[config.mk]
export PLATFORM = sky130hd
export DESIGN_NAME = stuck_ref_detector
export DESIGN_NICKNAME = d
export VERILOG_FILES = /design/src/rtl/sdet_pkg.sv /design/src/rtl/sdet_sync.sv /design/src/rtl/sdet_edge.sv /design/src/rtl/sdet_oneshot.sv /design/src/rtl/sdet_lane.sv /design/src/rtl/stuck_ref_detector.sv
export SDC_FILE = /design/constraint.sdc
export NUM_CORES = 1
export LEC_CHECK = 0
export BUFFER_PORTS_ARGS = -buffer_cell sky130_fd_sc_hd__buf_2
export CAP_MARGIN = 30
export CORE_ASPECT_RATIO = 1.25
export CORE_UTILIZATION = 35
export DETAILED_ROUTE_END_ITERATION = 10
export MAX_ROUTING_LAYER = met4
export REMOVE_ABC_BUFFERS = 1
export SLEW_MARGIN = 20
export SYNTH_ARGS = -nofsm -noshare
export SYNTH_HDL_FRONTEND = slang
export SYNTH_HIERARCHICAL = 1
export SYNTH_SLANG_ARGS = --single-unit
export TNS_END_PERCENT = 100
[constraint.sdc]
create_clock -name clk -period 1.45 [get_ports clk]
set_clock_uncertainty 0.05 [all_clocks]
set_input_delay 0.29 -clock clk [delete_from_list [all_inputs] [get_ports clk]]
set_output_delay 0.29 -clock clk [all_outputs]
set_load 0.005 [all_outputs]
[src/rtl/sdet_pkg.sv]
`timescale 1ns/1ps
package sdet_pkg;

    // One synchronized signal as seen by the lane logic.
    typedef struct packed {
        logic level;
        logic toggled;
    } sample_t;

    // Counter width able to hold 0 .. limit.
    function automatic int unsigned count_width(input int unsigned limit);
        return (limit < 1) ? 1 : $clog2(limit + 1);
    endfunction

endpackage

[src/rtl/sdet_sync.sv]
`timescale 1ns/1ps
module sdet_sync #(
    parameter int unsigned WIDTH  = 1,
    parameter int unsigned STAGES = 2,
    parameter logic [WIDTH-1:0] INIT = '0
) (
    input  logic             clk,
    input  logic             rst,
    input  logic [WIDTH-1:0] async_i,
    output logic [WIDTH-1:0] sync_o
);
    logic [WIDTH-1:0] chain_q [STAGES];

    always_ff @(posedge clk) begin
        if (rst) begin
            for (int s = 0; s < int'(STAGES); s++) chain_q[s] <= INIT;
        end else begin
            chain_q[0] <= async_i;
            for (int s = 1; s < int'(STAGES); s++) chain_q[s] <= chain_q[s-1];
        end
    end

    assign sync_o = chain_q[STAGES-1];
endmodule

[src/rtl/sdet_edge.sv]
`timescale 1ns/1ps
module sdet_edge
    import sdet_pkg::*;
#(
    parameter int unsigned WIDTH = 1
) (
    input  logic                clk,
    input  logic                rst,
    input  logic [WIDTH-1:0]    level_i,
    output sample_t [WIDTH-1:0] smp_o
);
    logic [WIDTH-1:0] prev_q;

    always_ff @(posedge clk) begin
        if (rst) prev_q <= '0;
        else     prev_q <= level_i;
    end

    for (genvar g = 0; g < int'(WIDTH); g++) begin : g_bit
        assign smp_o[g].level   = level_i[g];
        assign smp_o[g].toggled = level_i[g] ^ prev_q[g];
    end
endmodule

[src/rtl/sdet_oneshot.sv]
`timescale 1ns/1ps
module sdet_oneshot (
    input  logic clk,
    input  logic rst,
    input  logic arm_n_i,
    output logic pulse_o
);
    logic arm_prev_q;

    always_ff @(posedge clk) begin
        if (rst) arm_prev_q <= 1'b1;
        else     arm_prev_q <= arm_n_i;
    end

    // Only the high-to-low change yields a pulse.
    assign pulse_o = arm_prev_q & ~arm_n_i;
endmodule

[src/rtl/sdet_lane.sv]
`timescale 1ns/1ps
module sdet_lane #(
    parameter int unsigned DEAD_EDGES = 3,
    parameter int unsigned CNT_W      = 2
) (
    input  logic             clk,
    input  logic             rst,
    input  logic             ref_tog_i,
    input  logic             fb_tog_i,
    input  logic             clr_i,
    output logic             bad_o,
    output logic [CNT_W-1:0] cnt_o
);
    localparam logic [CNT_W-1:0] LIMIT = CNT_W'(DEAD_EDGES);

    logic [CNT_W-1:0] cnt_q, cnt_d;
    logic             bad_q, bad_d;
    logic             hit;

    always_comb begin
        cnt_d = cnt_q;
        if (ref_tog_i)
            cnt_d = '0;
        else if (fb_tog_i && (cnt_q != LIMIT))
            cnt_d = cnt_q + 1'b1;
        hit   = (cnt_d == LIMIT);
        bad_d = clr_i ? 1'b0 : (bad_q | hit);
    end

    always_ff @(posedge clk) begin
        if (rst) begin
            cnt_q <= '0;
            bad_q <= 1'b0;
        end else begin
            cnt_q <= cnt_d;
            bad_q <= bad_d;
        end
    end

    assign bad_o = bad_q;
    assign cnt_o = cnt_q;
endmodule

[src/rtl/stuck_ref_detector.sv]
`timescale 1ns/1ps
module stuck_ref_detector
    import sdet_pkg::*;
#(
    parameter int unsigned NUM_REF     = 2,
    parameter int unsigned DEAD_EDGES  = 3,
    parameter int unsigned SYNC_STAGES = 2
) (
    input  logic               clk,
    input  logic               rst,
    input  logic [NUM_REF-1:0] ref_clk_i,
    input  logic               fb_clk_i,
    input  logic               alarm_clr_n_i,
    output logic [NUM_REF-1:0] ref_bad_o
);
    localparam int unsigned CNT_W  = count_width(DEAD_EDGES);
    localparam int unsigned CLK_NB = NUM_REF + 1;

    logic [CLK_NB-1:0]          clk_sync;
    sample_t [CLK_NB-1:0]       clk_smp;
    logic                       alarm_sync;
    logic                       clr_pulse;
    logic [NUM_REF-1:0]         ref_tog;
    logic                       fb_tog;
    logic [NUM_REF*CNT_W-1:0]   cnt_flat;

    sdet_sync #(.WIDTH(CLK_NB), .STAGES(SYNC_STAGES), .INIT('0)) u_clk_sync (
        .clk(clk), .rst(rst), .async_i({fb_clk_i, ref_clk_i}), .sync_o(clk_sync)
    );

    sdet_sync #(.WIDTH(1), .STAGES(SYNC_STAGES), .INIT(1'b1)) u_alarm_sync (
        .clk(clk), .rst(rst), .async_i(alarm_clr_n_i), .sync_o(alarm_sync)
    );

    sdet_edge #(.WIDTH(CLK_NB)) u_edge (
        .clk(clk), .rst(rst), .level_i(clk_sync), .smp_o(clk_smp)
    );

    sdet_oneshot u_oneshot (
        .clk(clk), .rst(rst), .arm_n_i(alarm_sync), .pulse_o(clr_pulse)
    );

    assign fb_tog = clk_smp[NUM_REF].toggled;

    for (genvar g = 0; g < int'(NUM_REF); g++) begin : g_lane
        assign ref_tog[g] = clk_smp[g].toggled;
        sdet_lane #(.DEAD_EDGES(DEAD_EDGES), .CNT_W(CNT_W)) u_lane (
            .clk(clk), .rst(rst),
            .ref_tog_i(ref_tog[g]), .fb_tog_i(fb_tog), .clr_i(clr_pulse),
            .bad_o(ref_bad_o[g]), .cnt_o(cnt_flat[g*CNT_W +: CNT_W])
        );
    end
endmodule

==> results of run 1 <==
[worst max-delay path, stage by stage (launching register included)]
cell      delay (ps)
dfxtp_4          380
ha_4             260
nor4bb_2         190
a31oi_1           90
o41ai_2          340
[state kept, by name (all words and copies together), names as in the netlist]
register / count
g_lane.u_lane/bad_o: 2
g_lane.u_lane/cnt_o: 4
u_alarm_sync/chain_q: 2
u_clk_sync/chain_q: 6
u_edge/prev_q: 3
u_oneshot/arm_prev_q: 1
[report_power, final]
group	internal, mW	total (mW)	switching [mW]
logic	0.0377	0.0700	0.0323
registers	0.515	0.529	0.0143
clock network	0.153	0.296	0.144
total	0.705	0.896	0.190
[layout make-up]
cell class              instances  area [um2]  share of cell area (%)
flip-flops and latches         18         369                    46.2
clock buffers                   4        36.3                    4.55
repair buffers                  8        42.5                    5.33
well taps                      19        23.8                    2.98
multi-input cells              38         327                    40.9
[metal layers]
metal / vias up / GRT usage (%) / part of all wire (%)
li1: 215 / - / -
met1: 182 / 12.2 / 44
met2: 9 / 15.6 / 52
met3: 2 / 3.91 / 3.3
met4: 0 / 6.67 / 1.0
met5: - / - / 0
[layout by cell type (no fill, tap or decap)]
| cell | count |
|---|---|
| buf_4 | 1 |
| mux2i_1 | 2 |
| nor4bb_4 | 1 |
| nor2b_1 | 9 |
| nand2_1 | 2 |
| clkbuf_4 | 3 |
| or2_1 | 3 |
| ha_4 | 1 |
| dfxtp_2 | 4 |
| ha_1 | 1 |
| nand2b_1 | 2 |
| xor2_2 | 1 |
| a31oi_1 | 2 |
| nor4bb_2 | 1 |
| buf_2 | 7 |
| nor3_1 | 4 |
| and2b_2 | 1 |
| clkbuf_8 | 1 |
| dfxtp_1 | 13 |
| xor2_1 | 4 |
| dfxtp_4 | 1 |
| o41ai_2 | 2 |
| nor2_1 | 2 |
[through the flow]
step / util, % / power [mW]
after floorplan: - / 0.574
after global placement: 39.4 / 0.595
after detailed placement: 39.4 / 0.597
after CTS: 41.5 / 0.896
after global routing: 44.7 / 0.938
final: 44.7 / 0.896
[timing repair]
item	CTS	global route
setup endpoints to repair	0	2
resized for setup	0	11
setup buffers	0	1
[how the worst max path moves through the flow]
| stage | start | endpoint | slack (ps) | cells after the start |
|---|---|---|---|---|
| 2_1_floorplan | g_lane[0].u_lane/cnt_o[0]$_SDFF_PP0_ | g_lane[0].u_lane/bad_o$_SDFF_PP0_ | 220 | 4 |
| 3_3_place_gp | g_lane[1].u_lane/cnt_o[0]$_SDFF_PP0_ | g_lane[1].u_lane/bad_o$_SDFF_PP0_ | 150 | 4 |
| 3_5_place_dp | g_lane[1].u_lane/cnt_o[0]$_SDFF_PP0_ | g_lane[1].u_lane/bad_o$_SDFF_PP0_ | 70 | 4 |
| 4_1_cts | g_lane[1].u_lane/cnt_o[0]$_SDFF_PP0_ | g_lane[1].u_lane/bad_o$_SDFF_PP0_ | 50 | 4 |
| 5_1_grt | u_clk_sync/chain_q[0][5]$_SDFF_PP0_ | g_lane[1].u_lane/bad_o$_SDFF_PP0_ | -80 | 4 |
| 6_report | g_lane[1].u_lane/cnt_o[0]$_SDFF_PP0_ | g_lane[1].u_lane/bad_o$_SDFF_PP0_ | 40 | 4 |
==> impl_metrics.prom, run 1 <==
# TYPE chip_impl_metric gauge
chip_impl_info{name="hold-path-endpoint",value="u_alarm_sync/chain_q[0][0]$_SDFF_PP1_"} 1
chip_impl_metric{name="dieHeight",unit="um"} 50.9
chip_impl_metric{name="globalRouteTotalUtil",unit="%"} 10.8
chip_impl_metric{name="timing.max_slew.rel_slack",unit="%"} 77.4
chip_impl_metric{name="worst_skew_pair.late_latency",unit="ps"} 290
chip_impl_metric{name="syn-mean-instance-area",unit="um2"} 11.3
chip_impl_metric{name="routed-via-count",unit=""} 408
chip_impl_metric{name="grt_antenna_before_repair",unit=""} 0
chip_impl_info{name="worstSetupEndpointType",value="flip-flop"} 1
chip_impl_metric{name="final_critical_path_setup_slack",unit="ps"} 38.7
chip_impl_metric{name="drc_violations_left",unit=""} 0
chip_impl_metric{name="power.ir.vdd_worst",unit="mV"} 0.769
chip_impl_metric{name="power_density",unit="mW/mm2"} 1120
chip_impl_metric{name="detailedRoute.firstPassIterationCount",unit=""} 3
chip_impl_metric{name="fp.dieArea",unit="mm2"} 0.00209
chip_impl_metric{name="detail_route.wirelength",unit="um"} 997
chip_impl_metric{name="final_layout_size_suffix_gt1_share",unit="%"} 35.3
chip_impl_metric{name="cap_violations",unit=""} 0
chip_impl_metric{name="floorplan.io_pins",unit=""} 8
chip_impl_metric{name="synth-warning-count",unit=""} 6
chip_impl_metric{name="io_buffer_count",unit=""} 7
chip_impl_metric{name="worst-path-max-fanout",unit=""} 4
chip_impl_info{name="buffer_type_at_the_clock_tree_root",value="clkbuf_4"} 1
chip_impl_metric{name="grt_max_degree",unit=""} 21
chip_impl_metric{name="dpl.cell_count",unit=""} 82
chip_impl_metric{name="timing.critical_path.arrival",unit="ps"} 1550
chip_impl_metric{name="timing.reg2reg.worst_path_depth",unit=""} 4
chip_impl_info{name="setup.worst_path.start_class",value="flip-flop"} 1
chip_impl_metric{name="worst-r2r-setup-slack",unit="ps"} 40
chip_impl_metric{name="maxClockFrequency",unit="MHz"} 709
chip_impl_metric{name="die-width",unit="um"} 41.1
chip_impl_metric{name="cts_inserted_buffers",unit=""} 3
chip_impl_metric{name="finalMaxSlewViolations",unit=""} 0
chip_impl_metric{name="rows",unit=""} 17
chip_impl_metric{name="ctsHtreeMaxLevel",unit=""} 1
chip_impl_info{name="worstReg2RegStart",value="g_lane[1].u_lane/cnt_o[0]$_SDFF_PP0_"} 1
chip_impl_metric{name="area_growth",unit="%"} 19.5
chip_impl_info{name="timing.rr.end",value="g_lane[1].u_lane/bad_o$_SDFF_PP0_"} 1
chip_impl_metric{name="place.gp.congestion",unit=""} 0.596
chip_impl_metric{name="tns",unit="ps"} 0
chip_impl_metric{name="clk_path_buf_depth",unit=""} 2
chip_impl_metric{name="timing.final.crit_period",unit="ps"} 1410
chip_impl_metric{name="initial_core_util",unit="%"} 37.4
chip_impl_metric{name="post_synth_instance_area",unit="um2"} 668
chip_impl_metric{name="placement.cell_area",unit="um2"} 704
chip_impl_metric{name="drt_iter0_markers",unit=""} 5
chip_impl_metric{name="post_drt_wl_per_cell",unit="um"} 11.5
chip_impl_metric{name="finish.cell_count_without_fillers",unit=""} 87
chip_impl_metric{name="setup_ws_pre_cts",unit="ps"} 70.0
chip_impl_metric{name="route.antenna.remaining_nets",unit=""} 0
chip_impl_metric{name="grt_first_pass_wirelength",unit="mm"} 1.43
chip_impl_metric{name="synth_instances",unit=""} 59
chip_impl_metric{name="layout.cell_area.non_filler",unit="um2"} 798
chip_impl_metric{name="fin_crit_sh",unit="%"} 97.3
chip_impl_metric{name="cp_data_required_time",unit="ps"} 1590
chip_impl_info{name="rsz0062_at_grt",value="true"} 1
chip_impl_metric{name="coreArea",unit="mm2"} 0.00179
chip_impl_info{name="min-delay-start",value="alarm_clr_n_i"} 1
chip_impl_metric{name="viasPerCell",unit=""} 4.69
chip_impl_info{name="tritoncts_clock_tree",value="yes"} 1
chip_impl_info{name="outcome",value="finished, final reports clean"} 1
chip_impl_metric{name="hold_path_depth",unit=""} 2
chip_impl_metric{name="static-leakage-power",unit="nW"} 0.342
chip_impl_metric{name="fill_cells",unit=""} 188
chip_impl_metric{name="detailedPlacementHpwl",unit="um"} 622
chip_impl_metric{name="fin_nets",unit=""} 77
chip_impl_metric{name="grt_pass1_vias",unit=""} 360
chip_impl_info{name="min_path_type",value="in -> reg"} 1
chip_impl_metric{name="gr-total-overflow",unit=""} 0
chip_impl_metric{name="worst_pin_slew",unit="ps"} 338
chip_impl_metric{name="clock_sinks",unit=""} 18
chip_impl_metric{name="setup-violations-final",unit=""} 0
chip_impl_metric{name="antenna-diode-count",unit=""} 0
chip_impl_metric{name="final_hold_viol_count",unit=""} 0
chip_impl_metric{name="final.hold.worst_slack",unit="ps"} 136
chip_impl_metric{name="clkSlewWorstSetupHoldPaths",unit="ps"} 100
chip_impl_info{name="critical_path_class",value="reg -> reg"} 1
chip_impl_metric{name="cts-hold-fix-buffers",unit=""} 0
No activity file was read; power rests on OpenSTA's default activity.
==> run 2, diff against run 1 <==
- ABC_AREA: not set -> 1
- CELL_PAD_IN_SITES_DETAIL_PLACEMENT: not set -> 1
- CELL_PAD_IN_SITES_GLOBAL_PLACEMENT: not set -> 2
- CORE_UTILIZATION: 35 -> 30
- PLACE_DENSITY_LB_ADDON: not set -> 0.1
==> run 2 against run 1 <==
Compared with the run above: global-route usage is 0.95 points higher; die area is 28% higher; wire length is 17% higher; register-to-register slack better by 220 ps; combinational power is 32% higher.
==> impl_metrics.prom, run 2 <==
# TYPE chip_impl_metric gauge
chip_impl_info{name="outcome",value="finished, final reports clean"} 1
chip_impl_metric{name="cp_data_required_time",unit="ps"} 1590
chip_impl_metric{name="setup_ws_pre_cts",unit="ps"} 243
chip_impl_metric{name="clock_sinks",unit=""} 18
chip_impl_metric{name="antenna-diode-count",unit=""} 0
chip_impl_metric{name="clkSlewWorstSetupHoldPaths",unit="ps"} 100
chip_impl_info{name="worstSetupStartpoint",value="u_clk_sync/chain_q[0][5]$_SDFF_PP0_"} 1
chip_impl_metric{name="maxClockFrequency",unit="MHz"} 842
chip_impl_info{name="layout.cells.most_common",value="inv_1"} 1
chip_impl_metric{name="cts.repair_timing.setup_buffer_count",unit=""} 0
chip_impl_metric{name="worst_pin_slew",unit="ps"} 218
chip_impl_metric{name="detailedPlacementHpwl",unit="um"} 962
chip_impl_metric{name="drt_iter0_markers",unit=""} 6
chip_impl_metric{name="fin_crit_sh",unit="%"} 81.9
chip_impl_info{name="largest_register",value="u_clk_sync/chain_q"} 1
chip_impl_metric{name="routed-via-count",unit=""} 581
chip_impl_metric{name="place.gp.congestion",unit=""} 0.664
chip_impl_metric{name="tns",unit="ps"} 0
chip_impl_metric{name="clk_path_buf_depth",unit=""} 2
chip_impl_metric{name="syn-mean-instance-area",unit="um2"} 7.08
chip_impl_metric{name="worst-r2r-setup-slack",unit="ps"} 260
chip_impl_metric{name="grt_antenna_before_repair",unit=""} 0
chip_impl_metric{name="finalMaxSlewViolations",unit=""} 0
chip_impl_metric{name="drc_violations_left",unit=""} 0
chip_impl_metric{name="floorplan.io_pins",unit=""} 8
chip_impl_metric{name="ctsHtreeMaxLevel",unit=""} 1
chip_impl_metric{name="grt_first_pass_wirelength",unit="mm"} 2.19
chip_impl_info{name="tritoncts_clock_tree",value="yes"} 1
chip_impl_info{name="crit_end",value="g_lane[0].u_lane/bad_o$_SDFF_PP0_"} 1
chip_impl_metric{name="static-leakage-power",unit="nW"} 0.443
chip_impl_metric{name="setup-violations-final",unit=""} 0
chip_impl_metric{name="io_buffer_count",unit=""} 7
chip_impl_metric{name="detail_route.wirelength",unit="mm"} 1.17
chip_impl_metric{name="ctsResizeCount",unit=""} 0
chip_impl_metric{name="grt_max_degree",unit=""} 14
chip_impl_info{name="min_path_type",value="in -> reg"} 1
chip_impl_metric{name="detailedRoute.firstPassIterationCount",unit=""} 2
chip_impl_metric{name="worst-path-max-fanout",unit=""} 6
chip_impl_info{name="worstSetupEndpointType",value="flip-flop"} 1
chip_impl_info{name="rsz0062_at_grt",value="false"} 1
chip_impl_metric{name="globalRouteTotalUtil",unit="%"} 11.8
chip_impl_info{name="timing.rr.end",value="g_lane[0].u_lane/bad_o$_SDFF_PP0_"} 1
chip_impl_info{name="setup.worst_path.start_class",value="flip-flop"} 1
chip_impl_metric{name="timing.reg2reg.worst_path_depth",unit=""} 10
chip_impl_metric{name="final_hold_viol_count",unit=""} 0
chip_impl_metric{name="cts_inserted_buffers",unit=""} 3
chip_impl_metric{name="initial_core_util",unit="%"} 32.9
chip_impl_info{name="critical_path_class",value="reg -> reg"} 1
chip_impl_metric{name="gr-total-overflow",unit=""} 0
chip_impl_metric{name="power.ir.vdd_worst",unit="mV"} 0.576
chip_impl_metric{name="synth_instances",unit=""} 105
chip_impl_metric{name="largest_reg_flops",unit=""} 6
chip_impl_metric{name="final_layout_size_suffix_gt1_share",unit="%"} 15.8
chip_impl_metric{name="viasPerCell",unit=""} 4.01
chip_impl_metric{name="synth-warning-count",unit=""} 6
chip_impl_info{name="layout.cells.most_common_list",value="32 x inv_1, 24 x nand2_1, 18 x dfxtp_1, 14 x nor2_1, 7 x buf_2"} 1
chip_impl_metric{name="timing.critical_path.arrival",unit="ps"} 1330
chip_impl_info{name="buffer_type_at_the_clock_tree_root",value="clkbuf_4"} 1
chip_impl_metric{name="final_critical_path_setup_slack",unit="ps"} 262
chip_impl_metric{name="fin_nets",unit=""} 123
chip_impl_metric{name="timing.max_slew.rel_slack",unit="%"} 85.5
chip_impl_metric{name="rows",unit=""} 19
chip_impl_metric{name="post_synth_instance_area",unit="um2"} 743
chip_impl_metric{name="worst_skew_pair.late_latency",unit="ps"} 290
chip_impl_metric{name="dieHeight",unit="um"} 57.7
chip_impl_metric{name="coreArea",unit="mm2"} 0.00226
chip_impl_info{name="worstReg2RegStart",value="u_clk_sync/chain_q[0][5]$_SDFF_PP0_"} 1
chip_impl_metric{name="die-width",unit="um"} 46.5
chip_impl_metric{name="area_growth",unit="%"} 12.8
chip_impl_metric{name="route.antenna.remaining_nets",unit=""} 0
chip_impl_metric{name="cap_violations",unit=""} 0
chip_impl_metric{name="power_density",unit="mW/mm2"} 1100
chip_impl_metric{name="fp.dieArea",unit="mm2"} 0.00268
chip_impl_metric{name="post_drt_wl_per_cell",unit="um"} 8.07
chip_impl_metric{name="cts-hold-fix-buffers",unit=""} 0
chip_impl_metric{name="grt_pass1_vias",unit=""} 602
chip_impl_metric{name="timing.final.crit_period",unit="ps"} 1190
## run 2: changes by cell type in the layout (fill, tap and decap cells not counted), moves of 5 or more
cell | previous run | this run
nand2_1 | 2 | 24
dfxtp_1 | 13 | 18
nor2b_1 | 9 | 0
nor2_1 | 2 | 14
inv_1 | 0 | 32
## run 2: per-stage QoR
step	hold WS, ps	power (mW)	utilization (%)	std cells	instance area [um2]
2_1_floorplan	311	0.602	-	102	721
3_3_place_gp	343	0.633	35.5	141	802
3_5_place_dp	349	0.635	35.5	141	802
4_1_cts	106	0.950	37.1	145	838
5_1_grt	106	0.988	37.1	145	838
6_report	116	0.925	37.1	145	838
## run 2: cell type report
class | instances | area (um2)
inverter | 32 | 120
timing repair buffer | 8 | 42.5
multi-input combinational | 52 | 240
fill | 307 | 1420
sequential | 18 | 360
tap | 31 | 38.8
clock buffer | 4 | 36.3
## run 2: routing by layer
layer	track usage [%]	vias to the layer above	part of all wire [%]
met4	8.82	0	2.0
met2	19.2	6	51
met1	12.0	264	44
li1	-	309	-
met5	-	-	0
met3	1.87	2	2.6
## run 2: critical path, cell delays in order (launching register included)
cell,delay [ps]
dfxtp_1,320
inv_1,70
nand2_1,50
nand2_1,150
inv_1,70
nor2_2,100
nand2_1,60
nand2_1,80
inv_1,40
nand2_1,70
a21oi_2,50
## run 2: worst min path at each step
stage                     slack (ps)                               endpoint                                start  cells after the start
after global placement           340    u_clk_sync/chain_q[0][3]$_SDFF_PP0_  u_clk_sync/chain_q[0][0]$_SDFF_PP0_                      2
after global routing             110  u_alarm_sync/chain_q[0][0]$_SDFF_PP1_                        alarm_clr_n_i                      3
after CTS                        110  u_alarm_sync/chain_q[0][0]$_SDFF_PP1_                        alarm_clr_n_i                      3
final                            120  u_alarm_sync/chain_q[0][0]$_SDFF_PP1_                        alarm_clr_n_i                      3
after floorplan                  310    u_clk_sync/chain_q[0][0]$_SDFF_PP0_                                  rst                      1
after detailed placement         350    u_clk_sync/chain_q[0][5]$_SDFF_PP0_  u_clk_sync/chain_q[0][2]$_SDFF_PP0_                      2
## run 2: power breakdown
part / leakage [nW] / switching [mW] / total [mW] / internal, mW
clock: 0.0210 / 0.152 / 0.305 / 0.153
combinational: 0.274 / 0.0545 / 0.0921 / 0.0376
sequential: 0.148 / 0.0103 / 0.528 / 0.517
total: 0.443 / 0.217 / 0.925 / 0.708
